File: src/rtl/uart_irq_pkg.sv
package uart_irq_pkg;
  localparam int REG_W = 8;
  localparam int EN_W  = 4;

  localparam int EN_RDA  = 0;
  localparam int EN_THRE = 1;
  localparam int EN_LSR  = 2;
  localparam int EN_MSR  = 3;

  typedef enum logic [3:0] {
    NIB_LSR  = 4'b0110,
    NIB_RDA  = 4'b0100,
    NIB_CTO  = 4'b1100,
    NIB_THRE = 4'b0010,
    NIB_MSR  = 4'b0000,
    NIB_NONE = 4'b0001
  } iir_nib_e;
endpackage

File: src/rtl/uart_irq_ier.sv
module uart_irq_ier
  import uart_irq_pkg::*;
#(
  parameter int REG_W_P = REG_W,
  parameter int EN_W_P  = EN_W
) (
  input  logic               clk_i,
  input  logic               rst_ni,
  input  logic               we_i,
  input  logic [REG_W_P-1:0] wdata_i,
  output logic [REG_W_P-1:0] ier_o
);
  localparam logic [REG_W_P-1:0] WR_MASK = REG_W_P'((1 << EN_W_P) - 1);

  logic [REG_W_P-1:0] ier_q;

  always_ff @(posedge clk_i or negedge rst_ni) begin
    if (!rst_ni)   ier_q <= '0;
    else if (we_i) ier_q <= wdata_i & WR_MASK;
  end

  assign ier_o = ier_q;

  AST_IER_HI_ZERO: assert property (@(posedge clk_i) disable iff (!rst_ni)
    we_i |=> ier_o[REG_W_P-1:EN_W_P] == '0);
endmodule

File: src/rtl/uart_irq_thre.sv
module uart_irq_thre (
  input  logic clk_i,
  input  logic rst_ni,
  input  logic thre_i,
  input  logic rd_start_i,
  input  logic reported_i,
  output logic pend_o
);
  logic thre_q, pend_q, set_w, clr_w;

  assign set_w = thre_i & ~thre_q;
  assign clr_w = ~thre_i | (rd_start_i & reported_i);

  always_ff @(posedge clk_i or negedge rst_ni) begin
    if (!rst_ni) begin
      thre_q <= 1'b0;
      pend_q <= 1'b0;
    end else begin
      thre_q <= thre_i;
      if (set_w)      pend_q <= 1'b1;
      else if (clr_w) pend_q <= 1'b0;
    end
  end

  assign pend_o = pend_q;

  AST_THRE_SET: assert property (@(posedge clk_i) disable iff (!rst_ni)
    (thre_i && !thre_q) |=> pend_o);
  AST_THRE_RD_CLR: assert property (@(posedge clk_i) disable iff (!rst_ni)
    (rd_start_i && reported_i && thre_q) |=> !pend_o);
  AST_THRE_LOW_CLR: assert property (@(posedge clk_i) disable iff (!rst_ni)
    !thre_i |=> !pend_o);
endmodule

File: src/rtl/uart_irq_prio.sv
module uart_irq_prio
  import uart_irq_pkg::*;
#(
  parameter int REG_W_P = REG_W,
  parameter int EN_W_P  = EN_W
) (
  input  logic [EN_W_P-1:0]  en_i,
  input  logic               fifo_en_i,
  input  logic               lsr_i,
  input  logic               rda_i,
  input  logic               cto_i,
  input  logic               thre_i,
  input  logic               msr_i,
  output logic [REG_W_P-1:0] iir_o,
  output logic               any_o
);
  logic lsr_e, rda_e, cto_e, thre_e, msr_e;
  iir_nib_e nib;

  assign lsr_e  = lsr_i  & en_i[EN_LSR];
  assign rda_e  = rda_i  & en_i[EN_RDA];
  assign cto_e  = cto_i  & en_i[EN_RDA] & fifo_en_i;
  assign thre_e = thre_i & en_i[EN_THRE];
  assign msr_e  = msr_i  & en_i[EN_MSR];

  assign any_o = lsr_e | rda_e | cto_e | thre_e | msr_e;

  always_comb begin
    if (lsr_e)       nib = NIB_LSR;
    else if (rda_e)  nib = NIB_RDA;
    else if (cto_e)  nib = NIB_CTO;
    else if (thre_e) nib = NIB_THRE;
    else if (msr_e)  nib = NIB_MSR;
    else             nib = NIB_NONE;
  end

  always_comb begin
    iir_o = '0;
    iir_o[3:0] = nib;
    iir_o[REG_W_P-1:REG_W_P-2] = {2{fifo_en_i}};
  end
endmodule

File: src/rtl/uart_irq_ident.sv
module uart_irq_ident
  import uart_irq_pkg::*;
#(
  parameter int REG_W_P = REG_W,
  parameter int EN_W_P  = EN_W
) (
  input  logic               clk_i,
  input  logic               rst_ni,
  input  logic               fifo_en_i,
  input  logic               ier_we_i,
  input  logic [REG_W_P-1:0] ier_wdata_i,
  output logic [REG_W_P-1:0] ier_o,
  input  logic               iir_rd_i,
  input  logic               lsr_int_i,
  input  logic               rda_int_i,
  input  logic               cto_int_i,
  input  logic               thre_i,
  input  logic               msr_int_i,
  output logic [REG_W_P-1:0] iir_o,
  output logic               intr_o
);
  localparam logic [REG_W_P-1:0] IIR_RST = REG_W_P'(NIB_NONE);

  logic [REG_W_P-1:0] ier_w, iir_live, iir_q;
  logic any_w, intr_q, rd_q, rd_start, thre_pend, thre_rep;

  uart_irq_ier #(.REG_W_P(REG_W_P), .EN_W_P(EN_W_P)) u_ier (
    .clk_i   (clk_i),
    .rst_ni  (rst_ni),
    .we_i    (ier_we_i),
    .wdata_i (ier_wdata_i),
    .ier_o   (ier_w)
  );

  assign rd_start = iir_rd_i & ~rd_q;
  assign thre_rep = (iir_q[3:0] == NIB_THRE);

  uart_irq_thre u_thre (
    .clk_i      (clk_i),
    .rst_ni     (rst_ni),
    .thre_i     (thre_i),
    .rd_start_i (rd_start),
    .reported_i (thre_rep),
    .pend_o     (thre_pend)
  );

  uart_irq_prio #(.REG_W_P(REG_W_P), .EN_W_P(EN_W_P)) u_prio (
    .en_i      (ier_w[EN_W_P-1:0]),
    .fifo_en_i (fifo_en_i),
    .lsr_i     (lsr_int_i),
    .rda_i     (rda_int_i),
    .cto_i     (cto_int_i),
    .thre_i    (thre_pend),
    .msr_i     (msr_int_i),
    .iir_o     (iir_live),
    .any_o     (any_w)
  );

  always_ff @(posedge clk_i or negedge rst_ni) begin
    if (!rst_ni) begin
      rd_q   <= 1'b0;
      iir_q  <= IIR_RST;
      intr_q <= 1'b0;
    end else begin
      rd_q   <= iir_rd_i;
      intr_q <= any_w;
      if (!iir_rd_i) iir_q <= iir_live; // frozen during CPU access
    end
  end

  assign ier_o  = ier_w;
  assign iir_o  = iir_q;
  assign intr_o = intr_q;

  AST_IIR_HOLD: assert property (@(posedge clk_i) disable iff (!rst_ni)
    iir_rd_i |=> $stable(iir_o));
  AST_NONE_CLEAN: assert property (@(posedge clk_i) disable iff (!rst_ni)
    iir_o[0] |-> iir_o[3:1] == 3'b000);
  AST_RSVD_ZERO: assert property (@(posedge clk_i) disable iff (!rst_ni)
    iir_o[5:4] == 2'b00);
  AST_B3_FIFO_ONLY: assert property (@(posedge clk_i) disable iff (!rst_ni)
    iir_o[REG_W_P-1:REG_W_P-2] == 2'b00 |-> !iir_o[3]);
  AST_INTR_MASKED: assert property (@(posedge clk_i) disable iff (!rst_ni)
    ier_o[EN_W_P-1:0] == '0 |=> !intr_o);
endmodule

File: config.mk
export PLATFORM = sky130hd
export DESIGN_NAME = uart_irq_ident
export DESIGN_NICKNAME = d
export VERILOG_FILES = /design/src/rtl/uart_irq_pkg.sv /design/src/rtl/uart_irq_ier.sv /design/src/rtl/uart_irq_thre.sv /design/src/rtl/uart_irq_prio.sv /design/src/rtl/uart_irq_ident.sv
export SDC_FILE = /design/constraint.sdc
export NUM_CORES = 1
export LEC_CHECK = 0
export ABC_CLOCK_PERIOD_IN_PS = 2300
export CAP_MARGIN = 40
export CORE_MARGIN = 5
export CORE_UTILIZATION = 30
export CTS_BUF_LIST = sky130_fd_sc_hd__clkbuf_2 sky130_fd_sc_hd__clkbuf_4 sky130_fd_sc_hd__clkbuf_8
export DETAILED_ROUTE_END_ITERATION = 6
export PLACE_DENSITY_LB_ADDON = 0.15
export REMOVE_ABC_BUFFERS = 1
export SLEW_MARGIN = 20
export SYNTH_ARGS = -nofsm -noshare
export SYNTH_HDL_FRONTEND = slang
export SYNTH_SLANG_ARGS = --single-unit
File: constraint.sdc
create_clock -name clk_i -period 2.3 [get_ports clk_i]
set_input_delay 0.46 -clock clk_i [delete_from_list [all_inputs] [get_ports clk_i]]
set_output_delay 0.46 -clock clk_i [all_outputs]
set_load 0.05 [all_outputs]
==> results of run 1 <==
power groups by stage:
stage / Sequential [mW] / Clock [mW] / Combinational, mW
2_1_floorplan: 0.345 / 0 / 0.0508
3_3_place_gp: 0.273 / 0 / 0.203
3_5_place_dp: 0.273 / 0 / 0.203
4_1_cts: 0.269 / 0.161 / 0.204
5_1_grt: 0.273 / 0.168 / 0.212
6_report: 0.268 / 0.151 / 0.202
flip-flops by register name, indices dropped and copies added, names as in the netlist:
signal         flops
iir_o              5
u_thre.pend_o      1
intr_o             1
u_ier.ier_o        4
rd_q               1
u_thre.thre_q      1
final timing paths:
path / startpoint / end / slack (ns) / cells after the start
worst max-delay path: iir_o[0]$_DFFE_PN1N_ / iir_o[0] / 0.22 / 1
worst min-delay path: u_thre.thre_q$_DFF_PN0_ / u_thre.pend_o$_DFFE_PN0P_ / 0.41 / 1
worst max register to register: iir_o[3]$_DFFE_PN0N_ / u_thre.pend_o$_DFFE_PN0P_ / 0.99 / 3
max in group asynchronous: rst_ni / iir_o[0]$_DFFE_PN1N_ / 1.38 / 1
worst min register to register: u_thre.thre_q$_DFF_PN0_ / u_thre.pend_o$_DFFE_PN0P_ / 0.41 / 1
min in group asynchronous: rst_ni / u_ier.ier_o[2]$_DFFE_PN0P_ / 0.55 / 1
per-layer routing:
metal	share of wire, %	up-vias	wire [um]	track usage [%]
met2	41	26	480	13.1
met3	15	2	172	7.32
li1	-	202	-	-
met1	43	192	504	12.2
met4	0.60	0	7	2.55
met5	0	-	0	0
kinds of logic after synthesis:
group | Yosys count | synth area share, %
muxes | 4 | 7.93
and+or+nand+nor | 8 | 7.71
DFF | 13 | 57.5
buffers and inverters | 10 | 11.2
other | 1 | 0.660
AOI/OAI and AO/OA | 11 | 15.0
layout by cell type, fill, tap and decap left out, types with 2 or more instances in the layout:
master,count
sky130_fd_sc_hd__clkdlybuf4s50_1,24
sky130_fd_sc_hd__dfrtp_1,12
sky130_fd_sc_hd__conb_1,6
sky130_fd_sc_hd__nand2_1,5
sky130_fd_sc_hd__clkbuf_4,4
sky130_fd_sc_hd__mux2_1,3
sky130_fd_sc_hd__o21ai_1,2
through the flow:
step                instance area [sq um]  cells  hold WS [ns]  worst slack [ns]
floorplan                             531     44         0.164             0.797
global placement                      802     93         0.409             0.515
detailed placement                    802     93         0.408             0.510
CTS                                   832     97         0.419             0.195
global route                          832     97         0.431             0.166
finish                                832     97         0.413             0.219
final cells by class:
type	instances	area, sq um	area share (%)
Clock buffer	4	30.0	3.61
Inverter	2	7.51	0.902
Tap cell	25	31.3	3.76
Multi-Input combinational cell	29	196	23.6
Timing Repair Buffer	24	240	28.9
Sequential cell	13	327	39.2
==> impl_metrics.tcl, run 1 <==
set metrics [dict create \
    fin_crit_sh_pct 90.5 \
    worstMarginPinSlew_ns 0.569 \
    tightest_slew_margin_relative_to_the_limit_pct 61.9 \
    num_vias 422 \
    status "complete, no violations" \
    detailedPlacementHpwl_um 912 \
    post-cts-setup-buffers 0 \
    hold_path.class "flip-flop to flip-flop" \
    grt_setup_unrepaired "no" \
    post_synth_num_cell_types 23 \
    syn2layout_area_growth_pct 46.5 \
    critical_path.endpoint_type "primary output" \
    vdd.ir_drop.worst_v 0.000364 \
    design.die.area_sq_um 2860 \
    drt-vias-per-instance 4.35 \
    setup_viol_count_final 0 \
    clk_latency_ns 0.27 \
    antenna_found_initial 0 \
    drive_above_1_share_pct 12.5 \
    clk_pin_slew_ns 0.07 \
    routed_wirelength_um 1160 \
    chipWidth_um 53.5 \
    crit_path_cell_trace "clkdlybuf4s50_1" \
    ys_dominant_reg_cell "sky130_fd_sc_hd__dfrtp_1" \
    clock_skew_ns 0.00125 \
    h-tree-depth 1 \
    core_area_sq_um 1760 \
    cap_viol_max_count 0 \
    port_buffers 24 \
    antenna_violating_nets_remaining 0 \
    combinational_cell_fraction_of_total_power_pct 32.6 \
    finalWeightedCongestion 0.730 \
    synth_most_common_cell "sky130_fd_sc_hd__dfrtp_1" \
    final_net_count 91 \
    report.power.total_mw 0.621 \
    path_buf_inv 1 \
    layout_min_cycle_time_ns 2.08 \
    synthTopCellsByArea "sky130_fd_sc_hd__dfrtp_1 53%, sky130_fd_sc_hd__buf_4 9.3%, sky130_fd_sc_hd__mux2_1 5.9%, sky130_fd_sc_hd__dfstp_2 4.6%, sky130_fd_sc_hd__nand2_1 3.3%" \
    fmaxAchievable_ghz 0.480 \
    drt_first_pass_iters 2 \
    clock_sink_count 13 \
    tritoncts "built" \
    cts.root.buffer_cell "sky130_fd_sc_hd__clkbuf_4" \
    synth.yosys.seq_area_share_pct 57.5 \
    timing.critical_path.slowest_cell_delay_ns 0.80 \
    die_y_um 53.5 \
    floorplan.initialDensity_pct 32.2 \
    path_delay_family "buffers and inverters" \
    ys_warn_count 0 \
    final.setup.tns_ns 0 \
    num_antenna_cells 0 \
    slew_violations 0 \
    cts_repair_resize_count 0 \
    final_util_pct 47.2 \
    worst-path-max-fanout 3 \
    seq_power_share_pct 43.2 \
    synth_async_sr_flop_share_pct 100 \
    total_switching_power_mw 0.217 \
    timing.critical_path.slowest_stage_cell "sky130_fd_sc_hd__clkdlybuf4s50_1" \
    critPathKind "flip-flop to primary output" \
    synth_area_leader_cell "sky130_fd_sc_hd__dfrtp_1" \
    timing_hold_violations_final 0 \
    std_cell_rows 15 \
    share_clk_of_total_power_pct 24.3 \
    power.density_nw_per_um2 746 \
    static-leakage-power_nw 0.356 \
    synthCells 47 \
    post_dr_wirelength_cell_um 12.0 \
    n_fill_cell 184 \
    synthDominantCellAreaShare_pct 52.9 \
    critPathLaunchType "flip-flop" \
    grt_first_pass_wirelength_um 1960 \
    critPathRequiredTime_ns 1.84 \
    sw_frac_of_total_pct 35.0 \
    grt_usage_pct 9.77 \
    grt_max_degree 14 \
    p_int_mw 0.404 \
    critical_path_arrival_ns 1.62 \
    netlist_area_sq_um 568 \
    global_route.overflow_total 0 \
    post_synth.cell_area_avg_sq_um 12.1 \
    drt_iter0_drc 6 \
    cts.path.max_buffers 2 \
    ffs_latches_synth 13 \
    cts_buffers 3 \
    count_of_pins_on_the_block_boundary 35 \
    post_cts_hold_buffer_count 0 \
    number_of_global_route_vias_before_repair 448 \
    number_of_enable_flip_flop_cells_after_synthesis 0 \
    drt_drc_violations_left 0 \
    yosys-top-cells-count "12 x sky130_fd_sc_hd__dfrtp_1, 7 x sky130_fd_sc_hd__buf_4, 5 x sky130_fd_sc_hd__nand2_1, 3 x sky130_fd_sc_hd__mux2_1, 2 x sky130_fd_sc_hd__o21ai_1" \
]
Power figures use the tool's default switching activity.
==> run 2: changes to the inputs <==
--- a/config.mk
+++ b/config.mk
@@ -11,7 +11,7 @@
 export CORE_UTILIZATION = 30
 export CTS_BUF_LIST = sky130_fd_sc_hd__clkbuf_2 sky130_fd_sc_hd__clkbuf_4 sky130_fd_sc_hd__clkbuf_8
 export DETAILED_ROUTE_END_ITERATION = 6
-export PLACE_DENSITY_LB_ADDON = 0.15
+export PLACE_DENSITY = 0.69
 export REMOVE_ABC_BUFFERS = 1
 export SLEW_MARGIN = 20
 export SYNTH_ARGS = -nofsm -noshare
==> impl_metrics.tcl, run 2 (synthesis gave the netlist of run 1 again) <==
set metrics [dict create \
    status "complete, no violations" \
    static-leakage-power_nw 0.356 \
    cts_buffers 3 \
    worst_hold_slack_ns 0.420 \
    critPathRequiredTime_ns 1.84 \
    critPathKind "flip-flop to primary output" \
    final_cells 97 \
    grt_first_pass_wirelength_um 1880 \
    dp_worst_setup_slack_ns 0.508 \
    count_of_pins_on_the_block_boundary 35 \
    drive_above_1_share_pct 12.5 \
    timing_hold_violations_final 0 \
    critical_path_arrival_ns 1.62 \
    h-tree-depth 1 \
    clk_latency_ns 0.27 \
    layout_min_cycle_time_ns 2.08 \
    cap_viol_max_count 0 \
    die_y_um 53.5 \
    setup_viol_count_final 0 \
    clock_skew_ns 0.00410 \
    crit_path_cell_trace "clkdlybuf4s50_1" \
    layout.cell_area.non_filler_sq_um 832 \
    cts_repair_resize_count 0 \
    routed_wirelength_um 1170 \
    syn2layout_area_growth_pct 46.5 \
    commonest_non_fill_non_tap_cells_in_the_layout "24 x sky130_fd_sc_hd__clkdlybuf4s50_1, 12 x sky130_fd_sc_hd__dfrtp_1, 6 x sky130_fd_sc_hd__conb_1" \
    antenna_found_initial 0 \
    hold_path.class "flip-flop to flip-flop" \
    global_route.overflow_total 0 \
    chipWidth_um 53.5 \
    antenna_violating_nets_remaining 0 \
    grt_usage_pct 9.38 \
    std_cell_rows 15 \
    multi_input_area_sq_um 196 \
    clock_sink_count 13 \
    grt_max_degree 14 \
    worstMarginPinSlew_ns 0.572 \
    dpl-instance-area_sq_um 802 \
    regArea_sq_um 327 \
    largest_reg_flops 5 \
    fmaxAchievable_ghz 0.481 \
    floorplan.initialDensity_pct 32.2 \
    clk_pin_slew_ns 0.08 \
    core_area_sq_um 1760 \
    timing.critical_path.slowest_stage_cell "sky130_fd_sc_hd__clkdlybuf4s50_1" \
    mostFrequentLayoutCell "sky130_fd_sc_hd__clkdlybuf4s50_1" \
    critPathLaunchType "flip-flop" \
    post_cts_hold_buffer_count 0 \
    drt_iter0_drc 11 \
    dpl.cell_count 93 \
    cts.root.buffer_cell "sky130_fd_sc_hd__clkbuf_4" \
    drt_drc_violations_left 0 \
    tightest_slew_margin_relative_to_the_limit_pct 61.8 \
    final_net_count 91 \
    n_fill_cell 182 \
    drt-vias-per-instance 4.33 \
    worst-path-max-fanout 3 \
    number_of_global_route_vias_before_repair 413 \
    power.density_nw_per_um2 741 \
    grt_setup_unrepaired "no" \
    final.setup.tns_ns 0 \
    path_buf_inv 1 \
    post-route-worst-setup-slack_ns 0.221 \
    fin_crit_sh_pct 90.4 \
    timing.critical_path.slowest_cell_delay_ns 0.80 \
    port_buffers 24 \
    path_delay_family "buffers and inverters" \
    cts.path.max_buffers 2 \
    finalWeightedCongestion 0.693 \
    drt_first_pass_iters 5 \
    tritoncts "built" \
    critical_path.endpoint_type "primary output" \
    slew_violations 0 \
    detailedPlacementHpwl_um 955 \
    vdd.ir_drop.worst_v 0.000407 \
    design.die.area_sq_um 2860 \
    num_antenna_cells 0 \
    num_vias 420 \
    post-cts-setup-buffers 0 \
    post_dr_wirelength_cell_um 12.0 \
]
==> run 2: stage by stage <==
step	power [mW]	utilization (%)
after detailed placement	0.477	45.5
after floorplan	0.396	-
final	0.617	47.2
after global routing	0.647	47.2
after CTS	0.624	47.2
after global placement	0.474	45.5
==> run 2: layout make-up <==
cell class              count  area share (%)
clock buffers               4            3.61
multi-input cells          29            23.6
inverters                   2           0.902
well taps                  25            3.76
repair buffers             24            28.9
flip-flops and latches     13            39.2
==> run 2: worst paths after layout <==
check                                        start                    endpoint  slack [ns]  cells past startpoint
setup / recovery              iir_o[0]$_DFFE_PN1N_                    iir_o[0]        0.22                      1
hold / removal             u_thre.thre_q$_DFF_PN0_   u_thre.pend_o$_DFFE_PN0P_        0.42                      1
setup reg to reg              iir_o[3]$_DFFE_PN0N_   u_thre.pend_o$_DFFE_PN0P_        0.99                      3
hold reg to reg            u_thre.thre_q$_DFF_PN0_   u_thre.pend_o$_DFFE_PN0P_        0.42                      1
max in group asynchronous                   rst_ni  u_ier.ier_o[3]$_DFFE_PN0P_        1.37                      1
min in group asynchronous                   rst_ni        iir_o[2]$_DFFE_PN0N_        0.56                      1
==> run 2: where the power goes <==
part	switching, mW	total (mW)	internal (mW)
sequential	0.0171	0.269	0.252
combinational	0.129	0.202	0.0726
clock	0.0671	0.146	0.0788
==> run 2: metal layers <==
metal | routed length, um | global-route usage, %
met4 | 0 | 3.83
met1 | 494 | 11.3
met3 | 104 | 4.51
met2 | 568 | 14.3
met5 | 0 | 0
